--- src/rtl/ecc_cap_pkg.sv ---
// Package: shared bit positions and widths for the ECC capture register.
// Assumes a 32-bit register image; the flag vector index i maps to bit FLAG_BASE+i.
package ecc_cap_pkg;
    localparam int FLAG_N    = 4;
    localparam int FADDR_W   = 21;
    localparam int FLAG_BASE = 28;
    localparam int IE_BIT    = 24;
    localparam int BANK_BIT  = 21;
    localparam int SYS_BIT   = 22;
    // Flag vector order, low index first: high single, high double, low single, low double
    localparam int F_SEC_HI  = 0;
    localparam int F_DED_HI  = 1;
    localparam int F_SEC_LO  = 2;
    localparam int F_DED_LO  = 3;
    localparam logic [FLAG_N-1:0] HI_MASK = 4'b0011;
endpackage

--- src/rtl/ecc_cap_bus.sv ---
// Module: register bus decode for the ECC capture register.
// Produces per-flag clear strobes and the enable-bit write, and drives read data.
// Assumes byte addressing and one register word at REG_OFFSET.
module ecc_cap_bus
    import ecc_cap_pkg::*;
#(
    parameter int                ADDR_W     = 8,
    parameter int                DATA_W     = 32,
    parameter logic [ADDR_W-1:0] REG_OFFSET = 8'h18
) (
    input  logic              bus_sel,
    input  logic              bus_wr,
    input  logic [ADDR_W-1:0] bus_addr,
    input  logic [DATA_W/8-1:0] bus_be,
    input  logic [DATA_W-1:0] bus_wdata,
    input  logic [DATA_W-1:0] reg_image,
    output logic [FLAG_N-1:0] clr_mask,
    output logic              ie_we,
    output logic              ie_wval,
    output logic [DATA_W-1:0] bus_rdata
);
    localparam int FLAG_LANE = FLAG_BASE / 8;
    localparam int IE_LANE   = IE_BIT / 8;

    logic hit;
    logic wr_hit;
    logic unused_bits;

    // Purpose: word-address match for this register
    always_comb hit = bus_sel && (bus_addr[ADDR_W-1:2] == REG_OFFSET[ADDR_W-1:2]);

    // Purpose: qualify a write to this register
    always_comb wr_hit = hit && bus_wr;

    // Purpose: one write-1-to-clear strobe per flag, gated by its byte lane
    for (genvar i = 0; i < FLAG_N; i++) begin : g_clr
        always_comb clr_mask[i] = wr_hit && bus_be[FLAG_LANE] && bus_wdata[FLAG_BASE+i];
    end

    // Purpose: interrupt-enable write through its byte lane
    always_comb begin
        ie_we   = wr_hit && bus_be[IE_LANE];
        ie_wval = bus_wdata[IE_BIT];
    end

    // Purpose: read data only on a read hit
    always_comb bus_rdata = (hit && !bus_wr) ? reg_image : '0;

    assign unused_bits = ^{bus_be, bus_wdata, bus_addr[1:0]};
endmodule

--- src/rtl/ecc_cap_gate.sv ---
// Module: event qualification. Masks high-half strobes in dual-bank mode and
// blocks capture while locked or while a clearing write is in progress.
module ecc_cap_gate
    import ecc_cap_pkg::*;
(
    input  logic [FLAG_N-1:0] ev_vec,
    input  logic              dual_bank,
    input  logic [FLAG_N-1:0] flags_q,
    input  logic [FLAG_N-1:0] clr_mask,
    output logic [FLAG_N-1:0] set_vec,
    output logic              capture
);
    logic [FLAG_N-1:0] eligible;
    logic              open_win;

    // Purpose: drop high-half events when words are 64 bits wide
    always_comb eligible = dual_bank ? (ev_vec & ~HI_MASK) : ev_vec;

    // Purpose: capture window is open only with all flags clear and no clear in flight
    always_comb open_win = (flags_q == '0) && (clr_mask == '0);

    // Purpose: flags to set and the shared location-capture strobe
    always_comb begin
        set_vec = open_win ? eligible : '0;
        capture = |set_vec;
    end
endmodule

--- src/rtl/ecc_cap_store.sv ---
// Module: state of the ECC capture register: event flags, correction-interrupt
// enable and the locked failing location. Synchronous active-low reset.
module ecc_cap_store
    import ecc_cap_pkg::*;
(
    input  logic               clk,
    input  logic               rst_n,
    input  logic [FLAG_N-1:0]  set_vec,
    input  logic               capture,
    input  logic [FLAG_N-1:0]  clr_mask,
    input  logic               ie_we,
    input  logic               ie_wval,
    input  logic [FADDR_W-1:0] ev_addr,
    input  logic               ev_bank,
    input  logic               ev_sys,
    input  logic               dual_bank,
    output logic [FLAG_N-1:0]  flags_q,
    output logic               ie_q,
    output logic [FADDR_W-1:0] addr_q,
    output logic               bank_q,
    output logic               sys_q
);
    // Purpose: one flag register per event, clear taking priority over set
    for (genvar i = 0; i < FLAG_N; i++) begin : g_flag
        always_ff @(posedge clk) begin
            if (!rst_n)           flags_q[i] <= 1'b0;
            else if (clr_mask[i]) flags_q[i] <= 1'b0;
            else if (set_vec[i])  flags_q[i] <= 1'b1;
        end
    end

    // Purpose: correction-interrupt enable, software read/write
    always_ff @(posedge clk) begin
        if (!rst_n)     ie_q <= 1'b0;
        else if (ie_we) ie_q <= ie_wval;
    end

    // Purpose: failing location, loaded only with a permitted flag set
    always_ff @(posedge clk) begin
        if (!rst_n) begin
            addr_q <= '0;
            bank_q <= 1'b0;
            sys_q  <= 1'b0;
        end else if (capture) begin
            addr_q <= ev_addr;
            bank_q <= ev_bank;
            sys_q  <= ev_sys;
        end
    end

    p_lock_hold_r3: assert property (@(posedge clk) disable iff (!rst_n)
        ((flags_q != '0) && (clr_mask == '0)) |=> (flags_q == $past(flags_q)));

    p_clear_wins_r4: assert property (@(posedge clk) disable iff (!rst_n)
        (clr_mask != '0) |=> ((flags_q & $past(clr_mask)) == '0));

    p_dual_hi_quiet_r5: assert property (@(posedge clk) disable iff (!rst_n)
        (dual_bank && ((flags_q & HI_MASK) == '0)) |=> ((flags_q & HI_MASK) == '0));

    p_loc_locked_r8: assert property (@(posedge clk) disable iff (!rst_n)
        (flags_q != '0) |=> $stable({addr_q, bank_q, sys_q}));

    p_capture_addr_r8: assert property (@(posedge clk) disable iff (!rst_n)
        $rose(|flags_q) |-> (addr_q == $past(ev_addr)));
endmodule

--- src/rtl/ecc_capture_reg.sv ---
// Module: top of the flash ECC error capture register. Records the first
// decoder event, locks until software clears all flags, raises interrupts.
// Assumes decoder strobes are single-cycle and synchronous to clk.
module ecc_capture_reg
    import ecc_cap_pkg::*;
#(
    parameter int                ADDR_W     = 8,
    parameter int                DATA_W     = 32,
    parameter logic [ADDR_W-1:0] REG_OFFSET = 8'h18
) (
    input  logic                clk,
    input  logic                rst_n,
    input  logic                bus_sel,
    input  logic                bus_wr,
    input  logic [ADDR_W-1:0]   bus_addr,
    input  logic [DATA_W/8-1:0] bus_be,
    input  logic [DATA_W-1:0]   bus_wdata,
    output logic [DATA_W-1:0]   bus_rdata,
    input  logic                ev_sec_lo,
    input  logic                ev_ded_lo,
    input  logic                ev_sec_hi,
    input  logic                ev_ded_hi,
    input  logic [FADDR_W-1:0]  ev_addr,
    input  logic                ev_bank,
    input  logic                ev_sys,
    input  logic                dual_bank,
    output logic                irq_nmi,
    output logic                irq_corr
);
    logic [FLAG_N-1:0]  ev_vec;
    logic [FLAG_N-1:0]  clr_mask;
    logic [FLAG_N-1:0]  set_vec;
    logic [FLAG_N-1:0]  flags_q;
    logic               capture;
    logic               ie_we;
    logic               ie_wval;
    logic               ie_q;
    logic [FADDR_W-1:0] addr_q;
    logic               bank_q;
    logic               sys_q;
    logic [DATA_W-1:0]  reg_image;

    // Purpose: pack decoder strobes in flag-vector order
    always_comb begin
        ev_vec           = '0;
        ev_vec[F_DED_LO] = ev_ded_lo;
        ev_vec[F_SEC_LO] = ev_sec_lo;
        ev_vec[F_DED_HI] = ev_ded_hi;
        ev_vec[F_SEC_HI] = ev_sec_hi;
    end

    ecc_cap_bus #(
        .ADDR_W     (ADDR_W),
        .DATA_W     (DATA_W),
        .REG_OFFSET (REG_OFFSET)
    ) u_bus (
        .bus_sel   (bus_sel),
        .bus_wr    (bus_wr),
        .bus_addr  (bus_addr),
        .bus_be    (bus_be),
        .bus_wdata (bus_wdata),
        .reg_image (reg_image),
        .clr_mask  (clr_mask),
        .ie_we     (ie_we),
        .ie_wval   (ie_wval),
        .bus_rdata (bus_rdata)
    );

    ecc_cap_gate u_gate (
        .ev_vec    (ev_vec),
        .dual_bank (dual_bank),
        .flags_q   (flags_q),
        .clr_mask  (clr_mask),
        .set_vec   (set_vec),
        .capture   (capture)
    );

    ecc_cap_store u_store (
        .clk       (clk),
        .rst_n     (rst_n),
        .set_vec   (set_vec),
        .capture   (capture),
        .clr_mask  (clr_mask),
        .ie_we     (ie_we),
        .ie_wval   (ie_wval),
        .ev_addr   (ev_addr),
        .ev_bank   (ev_bank),
        .ev_sys    (ev_sys),
        .dual_bank (dual_bank),
        .flags_q   (flags_q),
        .ie_q      (ie_q),
        .addr_q    (addr_q),
        .bank_q    (bank_q),
        .sys_q     (sys_q)
    );

    // Purpose: assemble the software-visible image; unlisted bits stay zero
    always_comb begin
        reg_image                          = '0;
        reg_image[FLAG_BASE +: FLAG_N]     = flags_q;
        reg_image[IE_BIT]                  = ie_q;
        reg_image[SYS_BIT]                 = sys_q;
        reg_image[BANK_BIT]                = bank_q;
        reg_image[FADDR_W-1:0]             = addr_q;
    end

    // Purpose: interrupt requests from the flag state
    always_comb begin
        irq_nmi  = flags_q[F_DED_LO] | flags_q[F_DED_HI];
        irq_corr = ie_q & (flags_q[F_SEC_LO] | flags_q[F_SEC_HI]);
    end

    p_nmi_from_event_r6: assert property (@(posedge clk) disable iff (!rst_n)
        (ev_ded_lo && (flags_q == '0) && (clr_mask == '0)) |=> irq_nmi);

    p_corr_masked_r7: assert property (@(posedge clk) disable iff (!rst_n)
        (ie_we && !ie_wval) |=> !irq_corr);
endmodule

--- config.mk ---
export PLATFORM = sky130hd
export DESIGN_NAME = ecc_capture_reg
export DESIGN_NICKNAME = d
export VERILOG_FILES = /design/src/rtl/ecc_cap_pkg.sv /design/src/rtl/ecc_cap_bus.sv /design/src/rtl/ecc_cap_gate.sv /design/src/rtl/ecc_cap_store.sv /design/src/rtl/ecc_capture_reg.sv
export SDC_FILE = /design/constraint.sdc
export NUM_CORES = 1
export LEC_CHECK = 0
export BUFFER_PORTS_ARGS = -buffer_cell sky130_fd_sc_hd__buf_2
export CAP_MARGIN = 20
export CORE_MARGIN = 3
export CORE_UTILIZATION = 31
export DETAILED_ROUTE_END_ITERATION = 6
export GPL_TIMING_DRIVEN = 0
export PLACE_DENSITY = 0.65
export SETUP_SLACK_MARGIN = 0.1
export SYNTH_ARGS = -nofsm -noshare
export SYNTH_HDL_FRONTEND = slang
export SYNTH_HIERARCHICAL = 1
export SYNTH_SLANG_ARGS = --single-unit
export TNS_END_PERCENT = 20
--- constraint.sdc ---
create_clock -name clk -period 2.5 [get_ports clk]
set_input_delay 0.125 -clock clk [delete_from_list [all_inputs] [get_ports clk]]
set_output_delay 0.125 -clock clk [all_outputs]
set_load 0.01 [all_outputs]
; ---- Word-level counts from Yosys, hierarchy flattened
; Cells that the tools add are included.
[word_totals]
ff_bits = 28
word_cells = 33
[classes]
n_eq_ne = 1
muxes = 3
bitwise_logic = 4
reduce_logical = 17
[op_table]
columns = cell, count
row1 = 32-bit 2-to-1 mux, 1
row2 = 1-bit logical AND, 9
row3 = 4-bit logical NOT, 2
row4 = 2-bit OR reduction, 4
row5 = 6-bit by 3-bit equality test with 1-bit output (second input constant), 1
row6 = 4-bit 2-to-1 mux, 1
row7 = 4-bit OR reduction, 1
row8 = 2-bit 2-to-1 mux, 1
row9 = 1-bit bitwise OR, 2
row10 = 1-bit bitwise AND, 1
row11 = 1-bit logical NOT, 1
row12 = 1-bit inverter, 1

; ---- Logic depth before layout (Yosys ltp)
[depth]
depth_word = 9
mapped_depth = 9
mapped_depth_nobuf = 6

; ---- Cells and area by module
; Netlist, hierarchy kept.
[by_module_without_submodules]
columns = module, instances, cells_each, area_per_inst_um2
row1 = ecc_cap_store, 1, 89, 1056.0
row2 = ecc_cap_bus, 1, 86, 625.6
row3 = ecc_cap_gate, 1, 12, 76.3
row4 = ecc_capture_reg, 1, 3, 17.5

; ---- Worst setup path after synthesis
; OpenSTA, ideal clock, no wires.
[synth_path]
path_kind = input-to-reg
startpoint = input port bus_addr[5]
endpoint = register u_store.addr_q[0]
t_arrival_ns = 1.938
required_time_ns = 2.384
path_slack_ns = 0.446
stages = 9
n_path_buf = 3
path_cell_list = nand4bb_1 clkbuf_1 nor3_1 or4_4 a311oi_1 buf_6 buf_12 mux2i_1 nor2b_1
[synth_between]
elab_chain_len = 9
word_cells_on_any_way = 12
[synth_lines]
columns = item, line_no
row1 = "start, declared", ecc_capture_reg.sv:15  ; input logic [ADDR_W-1:0] bus_addr,
row2 = 6-bit by 3-bit equality test with 1-bit output, ecc_cap_bus.sv:30  ; always_comb hit = bus_sel && (bus_addr[ADDR_W-1:2] == REG_OFFSET[ADDR_W-1:2]);
row3 = 1-bit logical AND, ecc_cap_bus.sv:30
row4 = 1-bit logical AND, ecc_cap_bus.sv:33  ; always_comb wr_hit = hit && bus_wr;
row5 = 1-bit logical AND (2 in series), ecc_cap_bus.sv:37  ; always_comb clr_mask[i] = wr_hit && bus_be[FLAG_LANE] && bus_wdata[FLAG_BASE+i];
row6 = named net clr_mask[3], ecc_capture_reg.sv:31  ; logic [FLAG_N-1:0] clr_mask;
row7 = 4-bit logical NOT, ecc_cap_gate.sv:20  ; always_comb open_win = (flags_q == '0) && (clr_mask == '0);
row8 = 1-bit logical AND, ecc_cap_gate.sv:20
row9 = 4-bit 2-to-1 mux, ecc_cap_gate.sv:24  ; set_vec = open_win ? eligible : '0;
row10 = 4-bit OR reduction, ecc_cap_gate.sv:25  ; capture = |set_vec;
row11 = named net capture, ecc_capture_reg.sv:34  ; logic capture;
row12 = "end signal, assigned", ecc_cap_store.sv:45  ; addr_q <= ev_addr;
row13 = "end, declared", ecc_cap_store.sv:19  ; output logic [FADDR_W-1:0] addr_q,
; The timed path passes the listed nets, and every way through them passes these cells.
; A chain may end at the register's enable or synchronous reset.

; ---- Worst setup path in the final report
[layout_path]
startpoint = input port bus_addr[5]
endpoint = register u_store.addr_q[4]
; Same word-level chain as after synthesis.

==> impl_metrics.toml <==
[clock_tree]
ctsHoldBuffers = 0
cts.reportedPaths.clkPinSlew_ns = 0.09
numCtsBuffers = 3
clk_latency_ns = 0.27
cts_setup_buffers = 0
ctsRootBufferMaster = "clkbuf_8"
cts_tree = "built"
cts_buffer_depth = 2
cts.sinks = 28
cts_resized = 0
htreeDepth = 1

[placed_design]
dp_cells = 335
place_congestion = 0.697
port_buffers = 72
pre_cts_slack_ns = 0.0223
dp.final_hpwl_mm = 3.11

[timing]
max_freq_mhz = 466
slew_violations = 0
setup_viol = 0
totalNegativeSetupSlack_ns = 0
rsz0062_at_grt = "false"
layout_min_cycle_time_ns = 2.14
hold_violations = 0
period_share = 0.858
worst_slack_ns = 0.356
finClkSkew_ns = 0.00324

[synth]
synth_seq_area_share = 0.316
ys.flop_type = "dfxtp_1"
avgSynthCellArea_um2 = 9.34
synth_common_cells = "36 x inv_1, 28 x dfxtp_1, 27 x nor3_2"
synthArstFlopShare = 0
yosysMostFrequentCell = "inv_1"
synth.area.top_cells = "dfxtp_1 32%, nor3_2 15%, mux2i_1 14%"
synth_edf_count = 0
synth_cells = 190
synth_warnings = 6
syn_area_um2 = 1780
synth.top_cell.area_share = 0.316
synth_seq_cells = 28
netlist-cell-type-count = 26
yosysTopAreaCell = "dfxtp_1"

[critical_path]
path_max_fanout = 10
cpPeakStageDelay_ns = 0.59
path_class = "primary input to register"
crit_slowest_cell = "or4_4"
cp_cell_sequence = "buf_2 > nand4bb_1 > clkbuf_1 > nor3_1 > or4_4 > a311oi_1 > buf_6 > buf_12 > mux2i_1 > nor2b_1"
required_ns = 2.67
end_kind = "register"
arrival_ns = 2.31
crit_path_start_kind = "primary input"

[global_routing]
grt_pass1_vias = 1401
antenna_found_initial = 0
grt_usage = 0.117
overflow = 0
grt_max_degree = 16
grt_pass1_wl_mm = 6.11

[pwr]
powerDensity_nw_per_um2 = 510
ir_worst_vdd_uv = 346
power.total_uw = 1170
leakage_uw = 0.00101

[cells_and_area]
syn_to_final_growth_pct = 29.0
drive_gt1_frac = 0.450
final_cell_count_no_fill = 339
fin_util = 0.429
antennaDiodeCount = 0
final_nets = 346
nFillCells = 565

[die]
dieHeight_um = 81.7
initial_core_util = 0.333
dieArea_um2 = 6670
placementRows = 26
die_x_um = 81.7
ios = 110
coreArea_um2 = 5340

[route]
totalWireLength_mm = 3.84
vias = 1435
routedWlPerCell_um = 11.3
post_drt_via_cell_ratio = 4.23
postRouteAntennaNets = 0
drt_iter0_markers = 16
dr.pass1.iters = 3
route.detailed.drc = 0

[min_path]
hold_path_class = "primary input to register"

[outcome]
status = "finished clean"

[run]
cap_violations = 0
## routing by layer
layer | global-route usage | part of all wire
met5 | 0 | 0
met4 | 0.0249 | 0.0083
met3 | 0.0263 | 0.068
met2 | 0.222 | 0.50
met1 | 0.133 | 0.42
## flip-flops by register name, indices dropped and copies added, names as in the netlist
signal	cells
u_store/addr_q	21
u_store/bank_q	1
u_store/flags_q	4
u_store/ie_q	1
u_store/sys_q	1
## through the flow
| stage | hold slack, ns | cell area (µm²) |
|---|---|---|
| detailed placement | 0.389 | 2230 |
| finish | 0.105 | 2290 |
| global route | 0.111 | 2290 |
| floorplan | 0.253 | 1790 |
| CTS | 0.0976 | 2290 |
| global placement | 0.382 | 2230 |
## report_power, final
| part | switching [µW] | internal, µW | total, µW |
|---|---|---|---|
| logic | 171 | 187 | 358 |
| registers | 30.2 | 503 | 534 |
| clock network | 135 | 141 | 275 |
| total | 336 | 832 | 1170 |
## cells in the final DEF (no fill, tap or decap), types with 2 or more instances in the layout
cell / count
buf_2: 76
inv_1: 36
dfxtp_1: 28
nor3_2: 27
mux2i_1: 24
nor2b_1: 24
nor3_1: 9
buf_12: 5
clkbuf_8: 4
conb_1: 4
nand3_1: 4
nor2_1: 4
nor3b_1: 4
nor3_4: 3
clkbuf_1: 2
buf_6: 2
or4_4: 2
nor4_1: 2
## critical path: cells and delay by family
kind | cells | cell delay, ns
AOI/OAI and AO/OA | 1 | 0.27
buffers and inverters | 4 | 0.78
and+or+nand+nor | 4 | 0.91
muxes | 1 | 0.23
## kinds of logic (layout without fill, tap and decap cells)
family | count (synthesis) | in the layout | share of synthesized area
AOI/OAI and AO/OA | 3 | 3 | 0.0134
muxes | 24 | 24 | 0.135
DFF | 28 | 28 | 0.316
and+or+nand+nor | 84 | 84 | 0.369
other | 1 | 4 | 0.00211
buffers and inverters | 50 | 126 | 0.165
## cell type report
type                    count  area, µm²  share of cell area
multi-input cells         115        933               0.408
flip-flops and latches     28        561               0.245
repair buffers             72        360               0.157
plain buffers              14        158              0.0689
inverters                  36        135              0.0590
well taps                  70       87.6              0.0383
clock buffers               4       55.1              0.0240
## final timing paths
kind	start	endpoint	slack [ns]	depth (start not counted)
worst max register to register	u_store/flags_q[1]	u_store/addr_q[4]	0.52	6
worst min-delay path	ev_addr[15]	u_store/addr_q[15]	0.10	3
worst max-delay path	bus_addr[5]	u_store/addr_q[4]	0.36	10
worst min register to register	u_store/addr_q[0]	u_store/addr_q[0]	0.52	2
(Power assumes the default switching activity.)
